$ cat src/rtl/tach_pkg.sv
package tach_pkg;

    localparam int HW = 16;
    localparam int BW = 8;

    typedef enum logic [3:0] {
        IX_CNTA   = 4'd0,
        IX_CAPA   = 4'd1,
        IX_CAPB   = 4'd2,
        IX_CNTB   = 4'd3,
        IX_PSC    = 4'd4,
        IX_CLKEN  = 4'd5,
        IX_MODE   = 4'd6,
        IX_PEND   = 4'd7,
        IX_PCLR   = 4'd8,
        IX_PEN    = 4'd9,
        IX_CMPA   = 4'd10,
        IX_CMPB   = 4'd11,
        IX_CMPCFG = 4'd12,
        IX_SELA   = 4'd13,
        IX_SELB   = 4'd14,
        IX_NONE   = 4'd15
    } reg_ix_e;

    function automatic logic is_wide(reg_ix_e ix);
        return (ix == IX_CNTA) || (ix == IX_CAPA) || (ix == IX_CAPB) ||
               (ix == IX_CNTB) || (ix == IX_CMPA) || (ix == IX_CMPB);
    endfunction

    typedef struct packed {
        logic [BW-1:0] psc;
        logic [BW-1:0] clken;
        logic [BW-1:0] mode;
        logic [HW-1:0] cmpa;
        logic [HW-1:0] cmpb;
        logic [BW-1:0] cmpcfg;
        logic [BW-1:0] sela;
        logic [BW-1:0] selb;
    } ctl_regs_t;

    typedef struct packed {
        logic          valid;
        logic          err;
        logic [HW-1:0] data;
    } rsp_t;

endpackage

$ cat src/rtl/tach_decode.sv
module tach_decode
    import tach_pkg::*;
#(
    parameter int AW = 5
) (
    input  logic [AW-1:0] addr,
    input  logic          size,
    output reg_ix_e       ix,
    output logic          err
);
    localparam int LAST_IX = int'(IX_SELB);

    logic hit;

    always_comb begin
        hit = (addr[0] == 1'b0) && (int'(addr[AW-1:1]) <= LAST_IX);
        ix  = hit ? reg_ix_e'(addr[4:1]) : IX_NONE;
        err = !hit || (is_wide(ix) != size);
    end

endmodule

$ cat src/rtl/tach_irq.sv
module tach_irq #(
    parameter int NSRC = 6
) (
    input  logic            clk,
    input  logic            rst_n,
    input  logic [NSRC-1:0] evt_set,
    input  logic            pend_we,
    input  logic [NSRC-1:0] pend_wdata,
    input  logic            clr_we,
    input  logic [NSRC-1:0] clr_mask,
    input  logic            en_we,
    input  logic [NSRC-1:0] en_wdata,
    output logic [NSRC-1:0] pend,
    output logic [NSRC-1:0] en,
    output logic            irq
);
    typedef struct packed {
        logic [NSRC-1:0] pend;
        logic [NSRC-1:0] en;
        logic            irq;
    } irq_st_t;

    irq_st_t st_d, st_q;

    always_comb begin
        st_d = st_q;
        if (pend_we) st_d.pend = pend_wdata;
        if (clr_we)  st_d.pend = st_d.pend & ~clr_mask;
        st_d.pend = st_d.pend | evt_set;
        if (en_we)   st_d.en = en_wdata;
        st_d.irq  = |(st_q.pend & st_q.en);
    end

    always_ff @(posedge clk) begin
        if (!rst_n) st_q <= '0;
        else        st_q <= st_d;
    end

    assign pend = st_q.pend;
    assign en   = st_q.en;
    assign irq  = st_q.irq;

    // a raised event is visible in the pending register next cycle
    p_set_wins_r8: assert property (@(posedge clk) disable iff (!rst_n)
        (evt_set != '0) |=> ((st_q.pend & $past(evt_set)) == $past(evt_set)));

    // nothing enabled means no interrupt in the following cycle
    p_irq_masked_r7: assert property (@(posedge clk) disable iff (!rst_n)
        (st_q.en == '0) |=> !st_q.irq);

    // a pending-and-enabled source raises irq in the following cycle
    p_irq_raise_r7: assert property (@(posedge clk) disable iff (!rst_n)
        ((st_q.pend & st_q.en) != '0) |=> st_q.irq);

endmodule

$ cat src/rtl/tach_regbank.sv
module tach_regbank
    import tach_pkg::*;
#(
    parameter int AW    = 5,
    parameter int NSRC  = 6,
    parameter int NCNT  = 4
) (
    input  logic               clk,
    input  logic               rst_n,
    input  logic               req_valid,
    input  logic               req_write,
    input  logic [AW-1:0]      req_addr,
    input  logic               req_size,
    input  logic [HW-1:0]      req_wdata,
    output logic               rsp_valid,
    output logic               rsp_err,
    output logic [HW-1:0]      rsp_rdata,
    input  logic [NCNT-1:0]    core_load,
    input  logic [NCNT*HW-1:0] core_load_data,
    input  logic [NSRC-1:0]    evt_set,
    output logic [BW-1:0]      psc_o,
    output logic [BW-1:0]      clken_o,
    output logic [BW-1:0]      mode_o,
    output logic [HW-1:0]      cmpa_o,
    output logic [HW-1:0]      cmpb_o,
    output logic [BW-1:0]      cmpcfg_o,
    output logic [BW-1:0]      sela_o,
    output logic [BW-1:0]      selb_o,
    output logic               irq
);
    localparam int PADW = HW - NSRC;

    reg_ix_e       ix;
    logic          dec_err;
    logic          bus_wr;
    logic [NSRC-1:0] pend, en;
    logic [HW-1:0] cnt_q [NCNT];
    logic [HW-1:0] cnt_d [NCNT];
    ctl_regs_t     ctl_d, ctl_q;
    rsp_t          rsp_d, rsp_q;

    tach_decode #(.AW(AW)) dec_i (
        .addr (req_addr),
        .size (req_size),
        .ix   (ix),
        .err  (dec_err)
    );

    assign bus_wr = req_valid && req_write && !dec_err;

    tach_irq #(.NSRC(NSRC)) irq_i (
        .clk        (clk),
        .rst_n      (rst_n),
        .evt_set    (evt_set),
        .pend_we    (bus_wr && ix == IX_PEND),
        .pend_wdata (req_wdata[NSRC-1:0]),
        .clr_we     (bus_wr && ix == IX_PCLR),
        .clr_mask   (req_wdata[NSRC-1:0]),
        .en_we      (bus_wr && ix == IX_PEN),
        .en_wdata   (req_wdata[NSRC-1:0]),
        .pend       (pend),
        .en         (en),
        .irq        (irq)
    );

    // Counter and capture registers: loaded by the core, kept over reset
    for (genvar g = 0; g < NCNT; g++) begin : g_cnt
        always_comb begin
            cnt_d[g] = cnt_q[g];
            if (core_load[g])
                cnt_d[g] = core_load_data[g*HW +: HW];
            else if (bus_wr && int'(ix) == g)
                cnt_d[g] = req_wdata;
        end
        always_ff @(posedge clk) cnt_q[g] <= cnt_d[g];
    end

    always_comb begin
        ctl_d = ctl_q;
        if (bus_wr) begin
            case (ix)
                IX_PSC:    ctl_d.psc    = req_wdata[BW-1:0];
                IX_CLKEN:  ctl_d.clken  = req_wdata[BW-1:0];
                IX_MODE:   ctl_d.mode   = req_wdata[BW-1:0];
                IX_CMPA:   ctl_d.cmpa   = req_wdata;
                IX_CMPB:   ctl_d.cmpb   = req_wdata;
                IX_CMPCFG: ctl_d.cmpcfg = req_wdata[BW-1:0];
                IX_SELA:   ctl_d.sela   = req_wdata[BW-1:0];
                IX_SELB:   ctl_d.selb   = req_wdata[BW-1:0];
                default:   ;
            endcase
        end
    end

    always_comb begin
        rsp_d.valid = req_valid;
        rsp_d.err   = req_valid && dec_err;
        rsp_d.data  = '0;
        if (req_valid && !req_write && !dec_err) begin
            case (ix)
                IX_CNTA, IX_CAPA, IX_CAPB, IX_CNTB:
                           rsp_d.data = cnt_q[ix[1:0]];
                IX_PSC:    rsp_d.data = {{BW{1'b0}}, ctl_q.psc};
                IX_CLKEN:  rsp_d.data = {{BW{1'b0}}, ctl_q.clken};
                IX_MODE:   rsp_d.data = {{BW{1'b0}}, ctl_q.mode};
                IX_PEND:   rsp_d.data = {{PADW{1'b0}}, pend};
                IX_PEN:    rsp_d.data = {{PADW{1'b0}}, en};
                IX_CMPA:   rsp_d.data = ctl_q.cmpa;
                IX_CMPB:   rsp_d.data = ctl_q.cmpb;
                IX_CMPCFG: rsp_d.data = {{BW{1'b0}}, ctl_q.cmpcfg};
                IX_SELA:   rsp_d.data = {{BW{1'b0}}, ctl_q.sela};
                IX_SELB:   rsp_d.data = {{BW{1'b0}}, ctl_q.selb};
                default:   rsp_d.data = '0;
            endcase
        end
    end

    always_ff @(posedge clk) begin
        if (!rst_n) begin
            ctl_q <= '0;
            rsp_q <= '0;
        end else begin
            ctl_q <= ctl_d;
            rsp_q <= rsp_d;
        end
    end

    assign rsp_valid = rsp_q.valid;
    assign rsp_err   = rsp_q.err;
    assign rsp_rdata = rsp_q.data;
    assign psc_o     = ctl_q.psc;
    assign clken_o   = ctl_q.clken;
    assign mode_o    = ctl_q.mode;
    assign cmpa_o    = ctl_q.cmpa;
    assign cmpb_o    = ctl_q.cmpb;
    assign cmpcfg_o  = ctl_q.cmpcfg;
    assign sela_o    = ctl_q.sela;
    assign selb_o    = ctl_q.selb;

    // a response only ever follows a request one cycle earlier
    p_rsp_follows_req_r4: assert property (@(posedge clk) disable iff (!rst_n)
        rsp_valid |-> $past(req_valid));

    // every request is answered in the next cycle
    p_req_answered_r4: assert property (@(posedge clk) disable iff (!rst_n)
        req_valid |=> rsp_valid);

    // a rejected access returns no data
    p_err_no_data_r2: assert property (@(posedge clk) disable iff (!rst_n)
        rsp_err |-> (rsp_rdata == '0));

    // the clear register reads as zero
    p_pclr_reads_zero_r5: assert property (@(posedge clk) disable iff (!rst_n)
        $past(req_valid && !req_write && !req_size && req_addr == AW'(5'h10))
        |-> (rsp_valid && !rsp_err && rsp_rdata == '0));

    // control fields change only through a request
    p_ctl_stable_r11: assert property (@(posedge clk) disable iff (!rst_n)
        !$past(req_valid) |-> $stable({psc_o, clken_o, mode_o, cmpa_o, cmpb_o,
                                       cmpcfg_o, sela_o, selb_o}));

endmodule

$ cat config.mk
export PLATFORM = sky130hd
export DESIGN_NAME = tach_regbank
export DESIGN_NICKNAME = d
export VERILOG_FILES = /design/src/rtl/tach_pkg.sv /design/src/rtl/tach_decode.sv /design/src/rtl/tach_irq.sv /design/src/rtl/tach_regbank.sv
export SDC_FILE = /design/constraint.sdc
export NUM_CORES = 1
export LEC_CHECK = 0
export BUFFER_PORTS_ARGS = -buffer_cell sky130_fd_sc_hd__buf_4
export CAP_MARGIN = 25
export CORE_MARGIN = 3
export CORE_UTILIZATION = 47
export DETAILED_ROUTE_END_ITERATION = 10
export PLACE_DENSITY_LB_ADDON = 0.12
export SLEW_MARGIN = 10
export SYNTH_ARGS = -nofsm -noshare
export SYNTH_HDL_FRONTEND = slang
export SYNTH_HIERARCHICAL = 1
export SYNTH_SLANG_ARGS = --single-unit
$ cat constraint.sdc
create_clock -name clk -period 3.7 [get_ports clk]
set_input_delay 0.185 -clock clk [delete_from_list [all_inputs] [get_ports clk]]
set_output_delay 0.185 -clock clk [all_outputs]
set_load 0.005 [all_outputs]
# Word-level counts from Yosys, hierarchy flattened
# Memories as Yosys holds them, arrays and structs flattened.
# Cells that the tools add are included.
# totals
register_bits	111
mem_bits_rw	64
input_bits	100
output_inout_bits	99
mem_count	1
# op_classes
order_cmp	1
n_eq_ne	22
n_mux	12
bitwise_logic	5
reduce_logical	35
# memory_table
memory	words	word_bits	read_ports	rd_ports_with_merged_regs	wr	line	source
cnt_q	4	16	1	0	4	tach_regbank.sv:37	logic [HW-1:0] cnt_q [NCNT];
# ops
cell	n
16-bit one-hot mux with 11 select lines	1
16-bit two-way mux	8
4-bit equality test, second input constant	7
4-bit by 3-bit equality test with 1-bit output, second input constant	6
2-bit AND reduction	9
1-bit logical AND	13
6-bit bitwise AND	2
4-bit by 2-bit equality test with 1-bit output, second input constant	3
6-bit two-way mux	2
4-bit logical NOT	2
2-bit inequality test, second input constant	4
1-bit logical OR	6
6-bit NOT	1
6-bit bitwise OR	1
6-bit OR reduction	1
4-bit by 1-bit equality test with 1-bit output, second input constant	1
4-bit less-or-equal comparator, second input constant	1
4-bit two-way mux	1
4-bit OR reduction	1
1-bit logical NOT	3
1-bit inequality test	1
1-bit NOT	1

# Logic depth before layout (Yosys ltp)
# Gate-level depths: netlist (run 1).
# depth
word_depth	18
mapped_depth	10
depth_no_buf	8

# By module
# Netlist (run 1), hierarchy kept.
# modules_own_cells
mod	n_inst	cells_each	area_each_um2	seq_area_each_um2
tach_regbank	1	650	7674.9	3883.7
tach_irq	1	50	526.8	260.2
tach_decode	1	9	63.8	0.0

# Worst setup path after synthesis (run 1)
# OpenSTA, ideal clock, no wires.
# synth_timing
kind	input to register
start	input port req_addr[0]
end	memory cnt_q[2][0] (enable)
setup_time_ps	392
arrival_time_ps	2243
required_ps	3308
path_slack_ps	1065
cell_stages	7
path_buffers	3
cell_sequence	or2_2 -> buf_2 -> buf_2 -> buf_2 -> nor2_1 -> nand2_1 -> o21bai_1
# synth_rtl
item	line	source
start, declared	tach_regbank.sv:12	input logic [AW-1:0] req_addr,
end, declared	tach_regbank.sv:37	

# Worst setup path after layout (run 1)
# layout_timing
start	input port req_addr[0]
end	register irq_i.st_q (netlist bit irq_i/pend[3])
# layout_between
elab_chain_len	18
word_cells_on_any_way	27
cone_classes	8 x eq/ne; 3 x mux; 3 x bitwise; 13 x reduce/logical
# layout_lines
item	line	source
1-bit NOT (*)	tach_decode.sv:16	hit = (addr[0] == 1'b0) && (int'(addr[AW-1:1]) <= LAST_IX);
1-bit logical AND (*)	tach_decode.sv:16	
4-bit two-way mux (*)	tach_decode.sv:17	ix = hit ? reg_ix_e'(addr[4:1]) : IX_NONE;
named net ix[3]	tach_regbank.sv:33	reg_ix_e ix;
4-bit by 1-bit equality test with 1-bit output or 4-bit logical NOT (tied branches)	tach_pkg.sv:26	return (ix == IX_CNTA) || (ix == IX_CAPA) || (ix == IX_CAPB) ||
1-bit logical OR (3 in series)	tach_pkg.sv:26	
1-bit logical OR (2 in series)	tach_pkg.sv:27	(ix == IX_CNTB) || (ix == IX_CMPA) || (ix == IX_CMPB);
1-bit inequality test	tach_decode.sv:18	err = !hit || (is_wide(ix) != size);
1-bit logical OR	tach_decode.sv:18	
1-bit logical NOT	tach_regbank.sv:49	assign bus_wr = req_valid && req_write && !dec_err;
1-bit logical AND	tach_regbank.sv:49	
1-bit logical AND	tach_regbank.sv:55	.pend_we (bus_wr && ix == IX_PEND),
6-bit two-way mux	tach_irq.sv:27	if (pend_we) st_d.pend = pend_wdata;
6-bit bitwise AND	tach_irq.sv:28	if (clr_we) st_d.pend = st_d.pend & ~clr_mask;
6-bit two-way mux (*)	tach_irq.sv:28	
6-bit bitwise OR (*)	tach_irq.sv:29	st_d.pend = st_d.pend | evt_set;
end signal, assigned	tach_irq.sv:36	else st_q <= st_d;
end, declared	tach_irq.sv:23	irq_st_t st_d, st_q;
# Mark *: on every way through the listed nets, which the timed path passes. The rest lies on a longest branch.
# A chain may end at the register's enable or synchronous reset.

==> impl_metrics.env, run 1 <==
export IMPL_max_cap_viol_count=0
export IMPL_num_rows=47
export IMPL_synth_fp_nets=809
export IMPL_core_area_sq_mm=0.0169
export IMPL_grt_pass1_wl_mm=39.3
export IMPL_cp_data_arrival_time_ns=2.52
export IMPL_setup_violations=0
export IMPL_rrSetupSlack_ns=2.35
export IMPL_die_x_um=139
export IMPL_holdWs_ns=0.0331
export IMPL_vias=6451
export IMPL_ys_async_sr_fraction_pct=0
export IMPL_cts_resized=0
export IMPL_hold_path_end="rsp_err"
export IMPL_crit_type="primary input to flip-flop"
export IMPL_reg2reg_to="rsp_rdata[14]"
export IMPL_synthDistinctLibCells=50
export IMPL_clockRootBuffer="clkbuf_16"
export IMPL_hold_path_class="primary input to flip-flop"
export IMPL_clockPowerShare_pct=40.8
export IMPL_worst_slew_pin_slew_ns=0.809
export IMPL_clk_pin_slew_ns=0.07
export IMPL_cts_sinks=175
export IMPL_cts_htree_levels=4
export IMPL_initial_core_util_pct=49.0
export IMPL_switchingPower_w=0.00102
export IMPL_io_buffers=198
export IMPL_grt_pass1_vias=6624
export IMPL_synth_edff_count=64
export IMPL_powerDensity_mw_per_mm2=410
export IMPL_swShare_pct=23.6
export IMPL_die_y_um=139
export IMPL_cts_tree="yes"
export IMPL_finClkSkew_ns=0.00671
export IMPL_r2r_start="cnt_q[2][14]"
export IMPL_hpwl_mm=18.3
export IMPL_viasPerCell=5.74
export IMPL_io_pins=199
export IMPL_ys_ff_latch=175
export IMPL_antenna_found_initial=0
export IMPL_drive_above_1_share_pct=37.2
export IMPL_seqPwrFrac_pct=48.9
export IMPL_rsz0062_at_grt="false"
export IMPL_clk_latency_ns=0.43
export IMPL_grt_use_total_pct=26.3
export IMPL_startpoint_type="primary input"
export IMPL_fmaxAchievable_mhz=455
export IMPL_synthFlopType="dfxtp_1"
export IMPL_min_period_ns=2.20
export IMPL_final_cell_mix="buf_4, dfxtp_1, mux2i_1"
export IMPL_ir_worst_vdd_v=0.000310
export IMPL_p_int_w=0.00329
export IMPL_p_total_w=0.00430
export IMPL_place_congestion=0.882
export IMPL_synth_area_sq_mm=0.00827
export IMPL_synthCells=709
export IMPL_layout_commonest_cell="buf_4"
export IMPL_drc=0
export IMPL_numCtsBuffers=17
export IMPL_relSlewSlack_pct=45.7
export IMPL_ant_nets=0
export IMPL_tns_ns=0
export IMPL_drt_pass1_iter_count=5
export IMPL_worstHoldStart="req_valid"
export IMPL_combPwrFrac_pct=10.2
export IMPL_path_max_fanout=28
export IMPL_grt_overflow_total=0
export IMPL_n_antenna_cell=0
export IMPL_hold_depth=2
export IMPL_status="completed"
export IMPL_yosysSeqAreaShare_pct=50.1
export IMPL_wire_per_inst_um=23.0
export IMPL_p_leak_nw=4.05
export IMPL_fin_crit_sh_pct=59.5
export IMPL_hold_violations=0
export IMPL_slew_violations=0
export IMPL_synth_area_per_cell_sq_um=11.7
export IMPL_drt_iter0_drc=483
export IMPL_cp_data_required_time_ns=4.02
export IMPL_yosysWarningCount=6
export IMPL_finalCoreUtilization_pct=62.2
export IMPL_fin_nets=990
export IMPL_area_growth_pct=27.1
export IMPL_grt_max_degree=89
export IMPL_rr_worst_depth=3
export IMPL_die_area_sq_mm=0.0192
export IMPL_wl_mm=25.9
export IMPL_crit_path_end_kind="flip-flop"
export IMPL_cts_buffer_depth=2
-- synth_stat cells (4+ instances only) --
cell type  instances  share of area [%]
mux2_2            67                9.1
nor2_1            20               0.91
inv_1              4               0.18
nor3_4             4               0.79
nand3_1           11               0.67
mux2_1            10                1.4
o21ai_0            4               0.24
a22o_1             5               0.53
buf_2             21                1.3
mux4_2            16                4.4
a21oi_1            8               0.48
mux2i_1           75                9.1
clkbuf_1          27                1.2
or2_2              4               0.30
edfxtp_1          64                 23
a22oi_1           20                1.8
o21a_1             6               0.54
nor2b_1           56                4.2
nand2b_1           8               0.61
nor3_1             7               0.42
a21boi_1          32                2.9
dfxtp_1          111                 27
nand2_1           74                3.4
a31oi_1            7               0.53
and3_1             4               0.30
o2bb2ai_1          5               0.53
-- worst max-delay path by stage --
stage	endpoint	cells past startpoint	slack (ns)	startpoint
global placement	cmpa_o[15]	6	1.14	req_addr[1]
CTS	cmpa_o[3]	6	1.52	req_addr[1]
finish	irq_i/pend[3]	8	1.50	req_addr[0]
detailed placement	cmpa_o[3]	6	1.08	req_addr[1]
floorplan	cnt_q[2][0]	7	1.06	req_addr[0]
global route	irq_i/pend[3]	8	1.27	req_addr[0]
-- flip-flops by register name (all words and copies together) (netlist names) --
name        cells
rsp_valid       1
rsp_rdata      16
clken_o         8
cmpa_o         16
cmpb_o         16
irq_i/pend      6
selb_o          8
mode_o          8
cnt_q          64
irq_i/irq       1
sela_o          8
psc_o           8
cmpcfg_o        8
rsp_err         1
irq_i/en        6
-- power by group through the flow --
| stage | registers [W] | clock network [W] | logic (W) |
|---|---|---|---|
| 4_1_cts | 0.00211 | 0.00178 | 0.000436 |
| 5_1_grt | 0.00211 | 0.00185 | 0.000467 |
| 6_report | 0.00211 | 0.00176 | 0.000440 |
| 2_1_floorplan | 0.00214 | 0 | 0.000248 |
| 3_3_place_gp | 0.00214 | 0 | 0.000420 |
| 3_5_place_dp | 0.00215 | 0 | 0.000429 |
-- cell type report --
type / instances / area (sq um)
multi-input combinational: 477 / 3870
sequential: 175 / 4140
timing repair buffer: 215 / 1630
tap: 220 / 275
clock buffer: 18 / 429
inverter: 4 / 15.0
clock inverter: 14 / 143
fill: 1376 / 6380
-- stage by stage --
stage | instances | setup WS, ns | area, sq um
after CTS | 1122 | 1.52 | 10500
after detailed placement | 1084 | 1.08 | 9860
after global placement | 1084 | 1.14 | 9860
final | 1123 | 1.50 | 10500
after global routing | 1123 | 1.27 | 10500
after floorplan | 709 | 1.06 | 8270
-- worst max-delay path, cell delays in order --
cell	delay, ns
buf_4	0.10
or2_2	0.56
nor2b_1	0.36
buf_4	0.23
nand2_1	0.08
nor3_1	0.64
a21oi_1	0.16
o21a_1	0.20
-- per-layer routing --
layer / global-route usage, % / wire, um / vias up
li1: - / - / 2945
met4: 7.93 / 529 / 0
met2: 42.3 / 12200 / 301
met5: 0 / 0 / -
met1: 35.8 / 11100 / 3168
met3: 6.10 / 1980 / 37
-- kinds of logic after synthesis --
family,Yosys count,synth area share [%]
mux,168,23.9
simple gates,202,13.3
flops,175,50.1
buf+inv,57,3.09
compound gates,107,9.52
-- repair_timing --
item / in CTS / in global routing
hold buffers: 6 / 0
endpoints found under the hold margin: 6 / 0
endpoints found under the setup margin: 0 / 0
buffers inserted: 0 / 0
Note: power is estimated with default switching activity, not from simulation.
==> run 2, diff against run 1 <==
==> constraint.sdc (replaced) <==
create_clock -name clk -period 2.2 [get_ports clk]
set_input_delay 0.11 -clock clk [delete_from_list [all_inputs] [get_ports clk]]
set_output_delay 0.11 -clock clk [all_outputs]
set_load 0.005 [all_outputs]
==> impl_metrics.env, run 2 (synthesis results as in run 1) <==
export IMPL_finClkSkew_ns=0.0109
export IMPL_holdWs_ns=0.0126
export IMPL_final_cell_mix="buf_4, dfxtp_1, dlygate4sd3_1"
export IMPL_place_congestion=0.908
export IMPL_p_total_w=0.00761
export IMPL_grt_pass1_wl_mm=40.6
export IMPL_cts_setup_buffers=0
export IMPL_cpMostUsedCell="buf_4"
export IMPL_powerDensity_mw_per_mm2=661
export IMPL_wire_per_inst_um=21.8
export IMPL_status="completed"
export IMPL_antenna_found_initial=0
export IMPL_worst_slew_pin_slew_ns=0.506
export IMPL_relSlewSlack_pct=66.2
export IMPL_cp_top_family="buffers and inverters"
export IMPL_min_period_ns=1.64
export IMPL_slowest_stage="dlygate4sd3_1"
export IMPL_cts_tree="yes"
export IMPL_initial_core_util_pct=49.0
export IMPL_top_register="cnt_q"
export IMPL_cp_num_buf_inv=3
export IMPL_cts_htree_levels=4
export IMPL_io_buffers=198
export IMPL_cpPeakStageDelay_ns=0.52
export IMPL_wl_mm=26.6
export IMPL_grt_overflow_total=0
export IMPL_n_antenna_cell=0
export IMPL_max_cap_viol_count=0
export IMPL_clockRootBuffer="clkbuf_16"
export IMPL_placed_cell_area_sq_mm=0.0101
export IMPL_dp_slack_ns=0.116
export IMPL_area_growth_pct=39.4
export IMPL_crit_path_cell_trace="dlygate4sd3_1 > buf_4 > nand3b_4 > nor3_1 > buf_4 > mux2i_1 > a21oi_1 > o21a_1"
export IMPL_largest_reg_flops=64
export IMPL_crit_path_end_kind="flip-flop"
export IMPL_startpoint_type="primary input"
export IMPL_clk_latency_ns=0.43
export IMPL_viasPerCell=5.62
export IMPL_grt_pass1_vias=6991
export IMPL_die_y_um=139
export IMPL_numCtsBuffers=17
export IMPL_slew_violations=0
export IMPL_drc=0
export IMPL_setup_slack_ns=0.559
export IMPL_cts_buffer_depth=2
export IMPL_num_rows=47
export IMPL_p_leak_nw=4.55
export IMPL_cp_data_arrival_time_ns=1.97
export IMPL_cts_sinks=175
export IMPL_fmaxAchievable_mhz=609
export IMPL_finalCoreUtilization_pct=68.3
export IMPL_grt_use_total_pct=27.3
export IMPL_hold_violations=0
export IMPL_crit_type="primary input to flip-flop"
export IMPL_die_area_sq_mm=0.0192
export IMPL_hold_path_class="primary input to flip-flop"
export IMPL_clk_pin_slew_ns=0.07
export IMPL_ir_worst_vdd_v=0.000650
export IMPL_grt_max_degree=52
export IMPL_path_max_fanout=8
export IMPL_fin_nets=1086
export IMPL_fin_area_sq_mm=0.0115
export IMPL_fin_crit_sh_pct=74.6
export IMPL_core_area_sq_mm=0.0169
export IMPL_drt_pass1_iter_count=7
export IMPL_drive_above_1_share_pct=36.7
export IMPL_drt_iter0_drc=622
export IMPL_vias=6851
export IMPL_die_x_um=139
export IMPL_hpwl_mm=18.8
export IMPL_ant_nets=0
export IMPL_rsz0062_at_grt="false"
export IMPL_io_pins=199
export IMPL_cp_data_required_time_ns=2.53
export IMPL_layout_commonest_cell="buf_4"
export IMPL_setup_violations=0
run 2: cell count changes in the layout (fill, tap and decap cells not counted), sizes merged:
cell         previous run  this run
dlygate4sd3             6        76
buf                   209       235
clkinvlp                7         0
inv                     6        13
bufinv                  2         3
clkbuf                 18        17
run 2: metal layers:
metal	vias up	share of wire, %	track usage (%)	wire [um]
met5	-	0	0	0
met4	0	2.5	9.63	666
met3	47	6.6	4.90	1760
met2	307	49	44.8	13000
met1	3365	42	36.5	11100
li1	3132	-	-	-
run 2: layout make-up:
cell class                 instances  area (sq um)
clock buffer                      17           425
fill                            1209          5360
multi-input combinational        477          3880
timing repair buffer             311          2590
sequential                       175          4140
inverter                           4          15.0
clock inverter                    15           195
tap                              220           275
run 2: final timing paths:
kind	startpoint	endpoint	slack [ns]	cells past startpoint
max	req_valid	irq_i/pend[2]	0.56	8
min	core_load_data[6]	cnt_q[0][6]	0.01	2
max reg2reg	cnt_q[3][14]	rsp_rdata[14]	0.77	3
min reg2reg	cmpb_o[12]	cmpb_o[12]	0.48	2
run 2: metrics by stage:
step	cells	setup TNS [ns]
2_1_floorplan	709	-3.28
5_1_grt	1219	0
4_1_cts	1218	0
3_3_place_gp	1111	0
3_5_place_dp	1111	0
6_report	1219	0
run 2: power breakdown:
group          switching (W)  leakage [nW]  internal (W)
Sequential         0.0000452          1.52       0.00350
Clock                0.00136         0.309       0.00183
Combinational       0.000406          2.72      0.000470
Total                0.00181          4.55       0.00580
run 2: repair_timing:
| action | 4_1_cts | 5_1_grt |
|---|---|---|
| gates resized for setup | 0 | 0 |
| hold buffers | 75 | 1 |
| hold endpoints to repair | 84 | 1 |
run 2: worst register-to-register path: cells and delay by family, from the launching register on:
| kind | cells | cell delay, ns |
|---|---|---|
| and+or+nand+nor | 1 | 0.09 |
| AOI/OAI and AO/OA | 1 | 0.29 |
| muxes | 1 | 0.54 |
| DFF | 1 | 0.38 |
==> run 3, diff against run 2 <==
--- a/config.mk
+++ b/config.mk
@@ -5,6 +5,7 @@
 export SDC_FILE = /design/constraint.sdc
 export NUM_CORES = 1
 export LEC_CHECK = 0
+export ABC_AREA = 1
 export BUFFER_PORTS_ARGS = -buffer_cell sky130_fd_sc_hd__buf_4
 export CAP_MARGIN = 25
 export CORE_MARGIN = 3
==> constraint.sdc (replaced) <==
create_clock -name clk -period 1.4 [get_ports clk]
set_input_delay 0.07 -clock clk [delete_from_list [all_inputs] [get_ports clk]]
set_output_delay 0.07 -clock clk [all_outputs]
set_load 0.005 [all_outputs]
==> impl_metrics.env, run 3 <==
export IMPL_wl_mm=29.1
export IMPL_synth_area_leaders="dfxtp_1, edfxtp_1, nand2_1"
export IMPL_met1_length_mm=12.4
export IMPL_synth_area_per_cell_sq_um=7.81
export IMPL_tns_ns=0
export IMPL_rrSetupSlack_ns=0.24
export IMPL_final_cell_mix="nand2_1, buf_4, o21ai_0"
export IMPL_drive_above_1_share_pct=26.9
export IMPL_multi_input_area_sq_mm=0.00345
export IMPL_cp_data_arrival_time_ns=1.49
export IMPL_clockRootBuffer="clkbuf_16"
export IMPL_synth_largest_area_cell="dfxtp_1"
export IMPL_crit_type="primary input to flip-flop"
export IMPL_die_y_um=136
export IMPL_drc=0
export IMPL_hold_path_class="primary input to flip-flop"
export IMPL_die_area_sq_mm=0.0184
export IMPL_n_antenna_cell=0
export IMPL_cp_startpoint="req_addr[2]"
export IMPL_holdWs_ns=0.0337
export IMPL_yosysMostFrequentCell="nand2_1"
export IMPL_synthFlopType="dfxtp_1"
export IMPL_drt_iter0_drc=1026
export IMPL_seqCellArea_sq_mm=0.00414
export IMPL_numCtsBuffers=17
export IMPL_startpoint_type="primary input"
export IMPL_synth_top_cell_area_share_pct=28.1
export IMPL_slew_violations=0
export IMPL_synth_area_sq_mm=0.00792
export IMPL_clk_latency_ns=0.43
export IMPL_min_period_ns=1.34
export IMPL_drt_pass1_iter_count=6
export IMPL_place_congestion=0.963
export IMPL_hold_violations=0
export IMPL_rr_worst_depth=8
export IMPL_p_leak_nw=5.53
export IMPL_top_register="cnt_q"
export IMPL_synthDistinctLibCells=24
export IMPL_yosysSeqAreaShare_pct=52.3
export IMPL_wire_per_inst_um=18.6
export IMPL_finClkSkew_ns=0.00768
export IMPL_cts_tree="yes"
export IMPL_fin_crit_sh_pct=96.0
export IMPL_relSlewSlack_pct=70.8
export IMPL_die_x_um=136
export IMPL_fmaxAchievable_mhz=744
export IMPL_max_cap_viol_count=0
export IMPL_hpwl_mm=20.6
export IMPL_cp_endpoint="cnt_q[0][13]"
export IMPL_area_growth_pct=51.2
export IMPL_wl_met2_mm=13.4
export IMPL_wl_met3_mm=2.90
export IMPL_viasPerCell=5.41
export IMPL_powerDensity_mw_per_mm2=1000
export IMPL_grt_pass1_wl_mm=43.5
export IMPL_antenna_found_initial=0
export IMPL_io_pins=199
export IMPL_rsz0062_at_grt="false"
export IMPL_synthTopCellsByCount="nand2_1, o21ai_0, dfxtp_1"
export IMPL_layout_commonest_cell="nand2_1"
export IMPL_initial_core_util_pct=49.0
export IMPL_crit_path_end_kind="flip-flop"
export IMPL_cp_data_required_time_ns=1.54
export IMPL_status="completed"
export IMPL_vias=8470
export IMPL_worst_slew_pin_slew_ns=0.436
export IMPL_fin_nets=1436
export IMPL_reg2reg_to="rsp_rdata[0]"
export IMPL_setup_violations=0
export IMPL_ir_worst_vdd_v=0.000845
export IMPL_cts_htree_levels=4
export IMPL_grt_pass1_vias=7836
export IMPL_r2r_start="cnt_q[1][0]"
export IMPL_synth_fp_nets=1114
export IMPL_ys_async_sr_fraction_pct=0
export IMPL_grt_max_degree=45
export IMPL_cts_buffer_depth=2
export IMPL_ant_nets=0
export IMPL_io_buffers=198
export IMPL_path_max_fanout=8
export IMPL_fill_cells=1196
export IMPL_yosysWarningCount=6
export IMPL_synthCells=1014
export IMPL_core_area_sq_mm=0.0162
export IMPL_grt_overflow_total=0
export IMPL_top_layer="met4"
export IMPL_clk_pin_slew_ns=0.07
export IMPL_grt_use_total_pct=31.1
export IMPL_largest_reg_flops=64
export IMPL_synth_edff_count=64
export IMPL_num_rows=46
export IMPL_cts_sinks=175
export IMPL_ys_ff_latch=175
==> run 3: cell count changes in the layout (fill, tap and decap cells not counted), moves of 48 or more <==
cell | before | now
nand2_1 | 74 | 310
o21ai_0 | 4 | 136
a21oi_1 | 8 | 94
mux2i_1 | 75 | 0
mux2_2 | 67 | 0
nor2b_1 | 56 | 0
inv_1 | 4 | 52
==> run 3: power breakdown <==
group	switching, W	total, W	internal [W]
sequential	0.0000765	0.00558	0.00550
combinational	0.000845	0.00158	0.000734
clock	0.00210	0.00482	0.00271
total	0.00303	0.0120	0.00895
==> run 3: how the worst min path moves through the flow <==
stage / from / cells past startpoint / to
floorplan: req_valid / 2 / rsp_valid
global placement: evt_set[1] / 3 / irq_i/pend[1]
detailed placement: evt_set[1] / 3 / irq_i/pend[1]
CTS: req_wdata[8] / 3 / cmpb_o[8]
global route: req_wdata[8] / 3 / cmpb_o[8]
finish: req_wdata[8] / 3 / cmpb_o[8]
==> run 3: timing repair <==
item | in CTS | in global routing
endpoints found under the setup margin | 0 | 83
gates resized for setup | 0 | 15
buffers inserted | 0 | 3
endpoints found under the hold margin | 88 | 0
hold buffers | 84 | 0
==> run 3: logic make-up after synthesis <==
family / Yosys count / share of synthesized area, %
simple gates: 470 / 25.3
flops: 175 / 52.3
buf+inv: 120 / 6.49
compound gates: 249 / 15.9
==> run 3: final cells by class <==
| class | count | area share [%] |
|---|---|---|
| tap | 216 | 2.26 |
| multi-input combinational | 719 | 28.8 |
| timing repair buffer | 362 | 27.3 |
| sequential | 175 | 34.6 |
| clock buffer | 18 | 3.67 |
| clock inverter | 14 | 1.32 |
| inverter | 61 | 2.00 |
==> run 3: per-stage QoR <==
step / cells / setup WS [ns] / total power (W) / cell area, sq um / util (%)
after global placement: 1445 / -0.407 / 0.00699 / 10400 / 64.5
final: 1565 / 0.0562 / 0.0120 / 12000 / 74.0
after CTS: 1561 / 0.00341 / 0.0119 / 11900 / 73.4
after detailed placement: 1445 / -0.438 / 0.00700 / 10400 / 64.5
after global routing: 1565 / 0.00998 / 0.0123 / 12000 / 74.0
after floorplan: 1014 / -0.230 / 0.00628 / 8120 / -
==> run 3: worst max-delay path, stage by stage <==
cell	delay (ns)
buf_6	0.11
nand2_8	0.06
nor2_4	0.04
nor2_4	0.12
buf_6	0.15
nand3_4	0.08
inv_4	0.07
nand3_4	0.11
buf_12	0.16
inv_8	0.05
nand2_8	0.07
o21bai_4	0.20
clkbuf_16	0.19
==> run 3: routing by layer <==
| metal | GRT usage, % | vias to the layer above |
|---|---|---|
| li1 | - | 4004 |
| met1 | 44.2 | 3972 |
| met2 | 47.5 | 461 |
| met3 | 8.36 | 33 |
| met4 | 7.61 | 0 |
| met5 | 0 | - |
